$ cat src/rtl/rep_pkg.sv
package rep_pkg;

  typedef enum logic [1:0] {
    DIR_IDLE = 2'd0,
    DIR_A    = 2'd1,
    DIR_B    = 2'd2
  } dir_e;

  localparam int unsigned NUM_LINES = 2;
  localparam int unsigned LINE_SCL  = 0;
  localparam int unsigned LINE_SDA  = 1;

  // Whole clock cycles covering ns nanoseconds at hz, rounded up, at least 1.
  function automatic int unsigned ns_to_cycles(int unsigned ns, int unsigned hz);
    longint unsigned prod;
    longint unsigned cyc;
    prod = longint'(ns) * longint'(hz);
    cyc  = (prod + 64'd999_999_999) / 64'd1_000_000_000;
    if (cyc == 0) cyc = 1;
    return int'(cyc);
  endfunction

  function automatic int unsigned count_bits(int unsigned limit);
    return (limit < 1) ? 1 : $clog2(limit + 1);
  endfunction

endpackage

$ cat src/rtl/level_sync.sv
module level_sync #(
  parameter int unsigned W     = 1,
  parameter int unsigned DEPTH = 2,
  parameter logic [W-1:0] RST_VAL = '0
) (
  input  logic         clk,
  input  logic         rst_n,
  input  logic [W-1:0] d,
  output logic [W-1:0] q
);
  logic [DEPTH-1:0][W-1:0] stg;

  always_ff @(posedge clk or negedge rst_n) begin
    if (!rst_n) stg <= {DEPTH{RST_VAL}};
    else        stg <= {stg[DEPTH-2:0], d};
  end

  assign q = stg[DEPTH-1];
endmodule

$ cat src/rtl/rep_channel.sv
module rep_channel
  import rep_pkg::*;
(
  input  logic clk,
  input  logic rst_n,
  input  logic gate,
  input  logic a_lvl,
  input  logic b_lvl,
  output logic pull_a,
  output logic pull_b
);
  dir_e st, st_nx;
  logic ign_a, ign_b, ign_a_nx, ign_b_nx;

  // Named events for the assertions
  logic a_new_low, b_new_low, a_done, b_done;
  assign a_new_low = !a_lvl && !ign_a;
  assign b_new_low = !b_lvl && !ign_b;
  assign a_done    = (st == DIR_A) && a_lvl;
  assign b_done    = (st == DIR_B) && b_lvl;

  always_comb begin
    st_nx = st;
    unique case (st)
      DIR_IDLE: begin
        if (a_new_low)      st_nx = DIR_A;
        else if (b_new_low) st_nx = DIR_B;
      end
      DIR_A:   if (a_lvl) st_nx = DIR_IDLE;
      DIR_B:   if (b_lvl) st_nx = DIR_IDLE;
      default: st_nx = DIR_IDLE;
    endcase
  end

  // A side we drove is masked until it is seen high again
  assign ign_a_nx = b_done ? 1'b1 : (a_lvl ? 1'b0 : ign_a);
  assign ign_b_nx = a_done ? 1'b1 : (b_lvl ? 1'b0 : ign_b);

  always_ff @(posedge clk or negedge rst_n) begin
    if (!rst_n) begin
      st    <= DIR_IDLE;
      ign_a <= 1'b0;
      ign_b <= 1'b0;
    end else if (!gate) begin
      st    <= DIR_IDLE;
      ign_a <= 1'b0;
      ign_b <= 1'b0;
    end else begin
      st    <= st_nx;
      ign_a <= ign_a_nx;
      ign_b <= ign_b_nx;
    end
  end

  assign pull_a = gate && (st == DIR_B);
  assign pull_b = gate && (st == DIR_A);


  a_release_chk: assert property (@(posedge clk) disable iff (!rst_n)
    (pull_b && a_lvl) |=> !pull_b);

  a_cause_chk: assert property (@(posedge clk) disable iff (!rst_n)
    $rose(pull_b) |-> $past(!a_lvl));

  b_release_chk: assert property (@(posedge clk) disable iff (!rst_n)
    (pull_a && b_lvl) |=> !pull_a);

  no_relock_chk: assert property (@(posedge clk) disable iff (!rst_n)
    $fell(pull_b) |=> !pull_a);

  a_first_chk: assert property (@(posedge clk) disable iff (!rst_n)
    (gate && st == DIR_IDLE && a_new_low && b_new_low) |=> !pull_a);
endmodule

$ cat src/rtl/bus_idle_mon.sv
module bus_idle_mon #(
  parameter int unsigned IDLE_CYC = 5,
  parameter int unsigned CW       = 3
) (
  input  logic clk,
  input  logic rst_n,
  input  logic scl_lvl,
  input  logic sda_lvl,
  input  logic en_req,
  output logic en_act
);
  logic          sda_prev;
  logic          busy;
  logic [CW-1:0] idle_cnt;

  logic start_ev, stop_ev, idle_full, may_switch;
  assign start_ev   = scl_lvl && sda_prev && !sda_lvl;
  assign stop_ev    = scl_lvl && !sda_prev && sda_lvl;
  assign idle_full  = (idle_cnt == IDLE_CYC[CW-1:0]);
  assign may_switch = !busy && !start_ev && idle_full;

  always_ff @(posedge clk or negedge rst_n) begin
    if (!rst_n) begin
      sda_prev <= 1'b1;
      busy     <= 1'b0;
      idle_cnt <= '0;
      en_act   <= 1'b0;
    end else begin
      sda_prev <= sda_lvl;
      if (start_ev)     busy <= 1'b1;
      else if (stop_ev) busy <= 1'b0;
      if (busy || start_ev)  idle_cnt <= '0;
      else if (!idle_full)   idle_cnt <= idle_cnt + 1'b1;
      if (may_switch) en_act <= en_req;
    end
  end


  hold_en_chk: assert property (@(posedge clk) disable iff (!rst_n)
    busy |=> $stable(en_act));

  start_busy_chk: assert property (@(posedge clk) disable iff (!rst_n)
    start_ev |=> busy);

  stop_free_chk: assert property (@(posedge clk) disable iff (!rst_n)
    (stop_ev && !start_ev) |=> !busy);
endmodule

$ cat src/rtl/bus_repeater.sv
module bus_repeater
  import rep_pkg::*;
#(
  parameter int unsigned CLK_HZ     = 50_000_000,
  parameter int unsigned IDLE_NS    = 100,
  parameter int unsigned SYNC_DEPTH = 2
) (
  input  logic clk,
  input  logic rst_n,
  input  logic pwr_a_ok,
  input  logic pwr_b_ok,
  input  logic rep_en_req,
  input  logic scl_a_in,
  input  logic sda_a_in,
  input  logic scl_b_in,
  input  logic sda_b_in,
  output logic scl_a_pull,
  output logic sda_a_pull,
  output logic scl_b_pull,
  output logic sda_b_pull,
  output logic rep_active
);
  localparam int unsigned IDLE_CYC = ns_to_cycles(IDLE_NS, CLK_HZ);
  localparam int unsigned CW       = count_bits(IDLE_CYC);

  // Bus levels: {sda_b, scl_b, sda_a, scl_a}, idle high
  logic [3:0] lvl_s;
  level_sync #(.W(4), .DEPTH(SYNC_DEPTH), .RST_VAL(4'hF)) u_lvl_sync (
    .clk(clk), .rst_n(rst_n),
    .d({sda_b_in, scl_b_in, sda_a_in, scl_a_in}), .q(lvl_s));

  // Controls: {en_req, pwr_b, pwr_a}, reset low
  logic [2:0] ctl_s;
  level_sync #(.W(3), .DEPTH(SYNC_DEPTH), .RST_VAL(3'b000)) u_ctl_sync (
    .clk(clk), .rst_n(rst_n),
    .d({rep_en_req, pwr_b_ok, pwr_a_ok}), .q(ctl_s));

  logic pwr_good;
  assign pwr_good = ctl_s[0] && ctl_s[1];

  logic en_act;
  bus_idle_mon #(.IDLE_CYC(IDLE_CYC), .CW(CW)) u_idle (
    .clk(clk), .rst_n(rst_n),
    .scl_lvl(lvl_s[0]), .sda_lvl(lvl_s[1]),
    .en_req(ctl_s[2]), .en_act(en_act));

  logic gate_q;
  always_ff @(posedge clk or negedge rst_n) begin
    if (!rst_n) gate_q <= 1'b0;
    else        gate_q <= en_act && pwr_good;
  end

  logic [NUM_LINES-1:0] a_lvl, b_lvl, pa, pb;
  assign a_lvl = lvl_s[1:0];
  assign b_lvl = lvl_s[3:2];

  for (genvar ln = 0; ln < NUM_LINES; ln++) begin : g_line
    rep_channel u_ch (
      .clk(clk), .rst_n(rst_n), .gate(gate_q),
      .a_lvl(a_lvl[ln]), .b_lvl(b_lvl[ln]),
      .pull_a(pa[ln]), .pull_b(pb[ln]));
  end

  assign scl_a_pull = pa[LINE_SCL];
  assign sda_a_pull = pa[LINE_SDA];
  assign scl_b_pull = pb[LINE_SCL];
  assign sda_b_pull = pb[LINE_SDA];
  assign rep_active = en_act;


  off_release_chk: assert property (@(posedge clk) disable iff (!rst_n)
    !rep_active |=> ({pa, pb} == '0));

  pwr_release_chk: assert property (@(posedge clk) disable iff (!rst_n)
    !pwr_good |=> ({pa, pb} == '0));

  line_indep_chk: assert property (@(posedge clk) disable iff (!rst_n)
    (a_lvl[LINE_SDA] && b_lvl[LINE_SDA] && !pa[LINE_SDA] && !pb[LINE_SDA] && gate_q)
      |=> !pa[LINE_SDA] || !$past(a_lvl[LINE_SDA] && b_lvl[LINE_SDA]) || 1'b0);
endmodule

$ cat config.mk
export PLATFORM = sky130hd
export DESIGN_NAME = bus_repeater
export DESIGN_NICKNAME = d
export VERILOG_FILES = /design/src/rtl/rep_pkg.sv /design/src/rtl/level_sync.sv /design/src/rtl/rep_channel.sv /design/src/rtl/bus_idle_mon.sv /design/src/rtl/bus_repeater.sv
export SDC_FILE = /design/constraint.sdc
export NUM_CORES = 1
export LEC_CHECK = 0
export BUFFER_PORTS_ARGS = -buffer_cell sky130_fd_sc_hd__buf_2
export CORE_UTILIZATION = 54
export DETAILED_ROUTE_END_ITERATION = 16
export GPL_TIMING_DRIVEN = 0
export PLACE_DENSITY = 0.75
export SYNTH_ARGS = -nofsm -noshare
export SYNTH_HDL_FRONTEND = slang
export SYNTH_HIERARCHICAL = 1
export SYNTH_SLANG_ARGS = --single-unit
$ cat constraint.sdc
create_clock -name clk -period 1.55 [get_ports clk]
set_input_delay 0.31 -clock clk [delete_from_list [all_inputs] [get_ports clk]]
set_output_delay 0.31 -clock clk [all_outputs]
set_load 0.02 [all_outputs]
After elaboration in Yosys (flattened, before gate mapping)
Cells that the tools add are included.
{"block": "totals", "regBits": 29, "inputBits": 9, "output_inout_bits": 5, "wordCells": 97}
{"block": "op_classes", "add_sub_neg": 1, "eq_ne": 16, "mux": 28, "n_reduce_logical": 37}
{"op": "$logic_and A1 B1 Y1", "count": 20}
{"op": "$mux W2", "count": 10}
{"op": "$mux W1", "count": 14}
{"op": "$ne A3 B1 Y1 const B", "count": 4}
{"op": "$ne A3 B3 Y1 const B", "count": 4}
{"op": "$pmux W2 S3", "count": 2}
{"op": "$logic_not A1 Y1", "count": 11}
{"op": "$ne A4 B2 Y1 const B", "count": 2}
{"op": "$mux W3", "count": 2}
{"op": "$reduce_and A3 Y1", "count": 2}
{"op": "$eq A2 B1 Y1 const B", "count": 2}
{"op": "$eq A2 B2 Y1 const B", "count": 2}
{"op": "$logic_not A2 Y1", "count": 2}
{"op": "$add A3 B1 Y3 const B", "count": 1}
{"op": "$eq A3 B3 Y1 const B", "count": 1}
{"op": "$ne A2 B2 Y1 const B", "count": 1}
{"op": "$reduce_bool A2 Y1", "count": 1}
{"op": "$logic_or A1 B1 Y1", "count": 1}

Longest topological paths before layout
{"block": "depth", "word_depth": 6, "ltp_mapped": 5, "mapped_depth_nobuf": 5}

By module
Netlist, hierarchy kept.
{"module": "rep_channel", "n_inst": 2, "cells_per_inst": 18, "area_each_um2": 191.4, "seq_area_each_um2": 100.1}
{"module": "bus_idle_mon", "n_inst": 1, "cells_per_inst": 24, "area_each_um2": 284.0, "seq_area_each_um2": 151.4}
{"module": "level_sync (u_lvl_sync)", "n_inst": 1, "cells_per_inst": 12, "area_each_um2": 240.2, "seq_area_each_um2": 210.2}
{"module": "level_sync (u_ctl_sync)", "n_inst": 1, "cells_per_inst": 9, "area_each_um2": 172.7, "seq_area_each_um2": 150.1}
{"module": "bus_repeater", "n_inst": 1, "cells_per_inst": 2, "area_each_um2": 31.3, "seq_area_each_um2": 25.0}

Least setup slack after synthesis
OpenSTA, ideal clock, no wires.
{"block": "synth_path", "kind": "register -> register", "startpoint": "register u_lvl_sync.stg (netlist bit u_lvl_sync/q[1])", "endpoint": "register u_idle.en_act", "setup_time_ps": 125, "arrival_time_ps": 1319, "setup_slack_ps": 106, "stages_incl_launch_ff": 5, "n_path_buf": 1, "synth_period_minus_slack_ps": 1444, "path_cell_list": "dfstp_2 buf_4 and3b_2 nor3_2 mux2_2"}
{"block": "synth_via", "elab_chain_len": 5}
{"element": "start, declared", "line": "level_sync.sv:11", "text": "logic [DEPTH-1:0][W-1:0] stg;"}
{"element": "start signal, assigned", "line": "level_sync.sv:14", "text": "if (!rst_n) stg <= {DEPTH{RST_VAL}};"}
{"element": "start signal, assigned", "line": "level_sync.sv:15", "text": "else stg <= {stg[DEPTH-2:0], d};"}
{"element": "$logic_not A1 Y1", "line": "bus_idle_mon.sv:17", "text": "assign start_ev = scl_lvl && sda_prev && !sda_lvl;"}
{"element": "$logic_and A1 B1 Y1", "line": "bus_idle_mon.sv:17"}
{"element": "$logic_not A1 Y1", "line": "bus_idle_mon.sv:20", "text": "assign may_switch = !busy && !start_ev && idle_full;"}
{"element": "$logic_and A1 B1 Y1 (2 in series)", "line": "bus_idle_mon.sv:20"}
{"element": "end signal, assigned", "line": "bus_idle_mon.sv:34", "text": "if (may_switch) en_act <= en_req;"}
{"element": "end, declared", "line": "bus_idle_mon.sv:10", "text": "output logic en_act"}
No other way between the ends.
A chain may end at the register's enable or synchronous reset.

Worst setup path in the final report
{"block": "layout_path", "startpoint": "register gate_q", "endpoint": "output port sda_b_pull"}
{"block": "layout_via", "elab_chain_len": 1}
{"element": "start, declared", "line": "bus_repeater.sv:47", "text": "logic gate_q;"}
{"element": "start signal, assigned", "line": "bus_repeater.sv:50", "text": "else gate_q <= en_act && pwr_good;"}
{"element": "$logic_and A1 B1 Y1", "line": "rep_channel.sv:56", "text": "assign pull_b = gate && (st == DIR_A);"}
{"element": "end, declared", "line": "bus_repeater.sv:20", "text": "output logic sda_b_pull,"}
No other way between the ends.

==> results.tsv <==
metric	value	unit
crit_required	1240	ps
finalMaxSlewViolations	0	
core-area	1940	um2
route.detailed.drc	0	
fin_crit_sh	94.6	%
wire_per_inst	11.9	um
hpwlAfterDp	1.10	mm
p_leak	0.613	nW
synth.most_common_cell	dfrtp_1	
grt_pass1_wl	2.35	mm
p_comb_share	6.5	%
swShare	21.9	%
clock_latency	320	ps
internal-power	1.02	mW
syn_inst	83	
syn-cell-area	1110	um2
yosys-top-cells-area	dfrtp_1 (45%), dfstp_2 (21%), buf_4 (4.7%)	
crit_fanout	8	
num_vias	651	
io_buffers	13	
drt_iter0_drc	9	
htreeDepth	2	
p_per_area	1020	nW/um2
path_clk_slew	80	ps
antennaDiodeCount	0	
drv_cap	0	
ys_types	24	
outcome	finished, final reports clean	
cts_buffers	5	
yosysWarnings	6	
die_h	47.4	um
fin_setup_tns	0	ps
fill_cells	151	
syn-num-nets	94	
period_needed	1470	ps
fin_util	66.0	%
io_pins	14	
gp_congestion	0.714	
slew_headroom	60.3	%
synth_edf_count	0	
cts_max_path_buffers	2	
slowest_delay	450	ps
worst_slew_pin_slew	595	ps
dieWidth	47.4	um
wl	1.58	mm
p_sw	0.287	mW
syn_area_per_cell	13.4	um2
slowest_stage	dfrtp_2	
yosys.area.top_type	dfrtp_1	
fp.dieArea	2240	um2
cts-root-buf	clkbuf_4	
arrival	1160	ps
setup_slack	83.9	ps
clkSinkCount	29	
cts_tree	yes	
ys_seq_elements	29	
rows	16	
post_dp_cell_area	1210	um2
cp_cell_sequence	and3b_2 -> buf_4	
irDropWorstVdd	836	uV
ys_async_sr_fraction	100	%
synth_commonest_cells	dfrtp_1 (20), dfstp_2 (9), buf_4 (7), o21ai_0 (7), nor2_1 (5)	
ys_seq_area_share	66.3	%
clockPowerShare	30.7	%
start_util	57.2	%
drive_above_1_share	42.5	%
critical_path_class	register to output pin	
pre_cts_ws	43.6	ps
grt_overflow	0	
antenna_found_initial	0	
placed_cells	123	
first_global_vias	593	
cp-start-kind	register	
max_freq	682	MHz
firstDrtPassIters	4	
drtAntennaViolNets	0	
cp-end-kind	output pin	
skew	12.2	ps
syn_to_final_growth	15.3	%
synth_flop_cell	dfrtp_1	
viasPerCell	4.89	
synth_top_area_share	45.0	%
track_usage	17.0	%
seq_power_share	62.8	%
finalNonFillerCells	133	
finalNetCount	116	
hp-class	input pin to register	
hold_violations	0	
stdcell_area	1280	um2
grt_max_degree	30	
setup_viol	0	
rsz0062_at_grt	false	
-- metrics by stage --
step | power [mW] | hold slack [ps]
5_1_grt | 1.39 | 60.2
3_3_place_gp | 0.915 | 334
2_1_floorplan | 0.882 | 14.4
6_report | 1.31 | 93.8
4_1_cts | 1.34 | 68.0
3_5_place_dp | 0.921 | 342
-- logic make-up after synthesis --
kind of cell	after synthesis	share of synthesized area, %
multiplexers	1	1.01
AND/OR/NAND/NOR	22	12.3
flip-flops	29	66.3
buffers and inverters	11	6.08
adder cells (fa/ha/maj)	2	2.25
AO/OA/AOI/OAI	17	11.3
XOR/XNOR	1	0.788
-- routing by layer --
metal | wire length (um) | vias to the layer above | global-route usage, %
met3 | 93 | 4 | 9.23
met4 | 29 | 0 | 12.0
li1 | - | 328 | -
met2 | 788 | 19 | 24.4
met1 | 670 | 300 | 19.2
met5 | 0 | - | 0
-- area by class of cell --
class | count | area, um2 | share of cell area, %
Timing Repair Buffer | 15 | 85.1 | 6.64
Buffer | 7 | 52.6 | 4.10
Clock buffer | 8 | 48.8 | 3.81
Inverter | 4 | 15.0 | 1.17
Tap cell | 27 | 33.8 | 2.64
Sequential cell | 29 | 738 | 57.6
Multi-Input combinational cell | 43 | 308 | 24.0
-- final timing paths --
check	slack [ps]	to	from	cells past startpoint
worst max-delay path	80	sda_b_pull	gate_q	2
worst min-delay path	90	u_lvl_sync/stg[0]	scl_a_in	1
worst max register to register	90	u_idle/en_act	u_lvl_sync/q[1]	4
worst min register to register	350	u_ctl_sync/q[1]	u_ctl_sync/stg[1]	0
max in group asynchronous	610	gate_q	rst_n	2
min in group asynchronous	520	g_line[1].u_ch/st[1]	rst_n	2
-- timing repair --
item | in CTS | in global routing
endpoints found under the setup margin | 0 | 4
buffers inserted | 0 | 1
endpoints found under the hold margin | 13 | 0
hold buffers | 1 | 0
gates resized for setup | 0 | 3
-- layout by cell type (no fill, tap or decap), types with 3 or more instances in the layout --
cell / n
nand2_1: 3
buf_2: 12
clkbuf_4: 5
inv_1: 4
dfrtp_1: 19
nor2_1: 5
dfstp_2: 9
buf_4: 9
clkbuf_1: 3
a21oi_1: 3
o21ai_0: 7
-- registers in the layout (all words and copies together) (netlist names) --
signal	cells
g_line.u_ch/ign_b	2
gate_q	1
u_lvl_sync/q	4
u_lvl_sync/stg	4
g_line.u_ch/ign_a	2
u_idle/busy	1
g_line.u_ch/st	4
u_idle/sda_prev	1
u_ctl_sync/stg	3
u_idle/en_act	1
u_ctl_sync/q	3
u_idle/idle_cnt	3
-- critical path: cells and delay by family (launching register included) --
family / cells / cell delay (ps)
buffers and inverters: 1 / 150
DFF: 1 / 450
and+or+nand+nor: 1 / 230
-- power groups by stage --
stage                     Combinational (mW)  Sequential (mW)  Clock (mW)
after floorplan                       0.0467            0.835           0
after detailed placement              0.0843            0.837           0
final                                 0.0855            0.823       0.403
after global placement                0.0810            0.834           0
after CTS                             0.0863            0.823       0.430
after global routing                  0.0973            0.829       0.469
(Power assumes the default switching activity.)
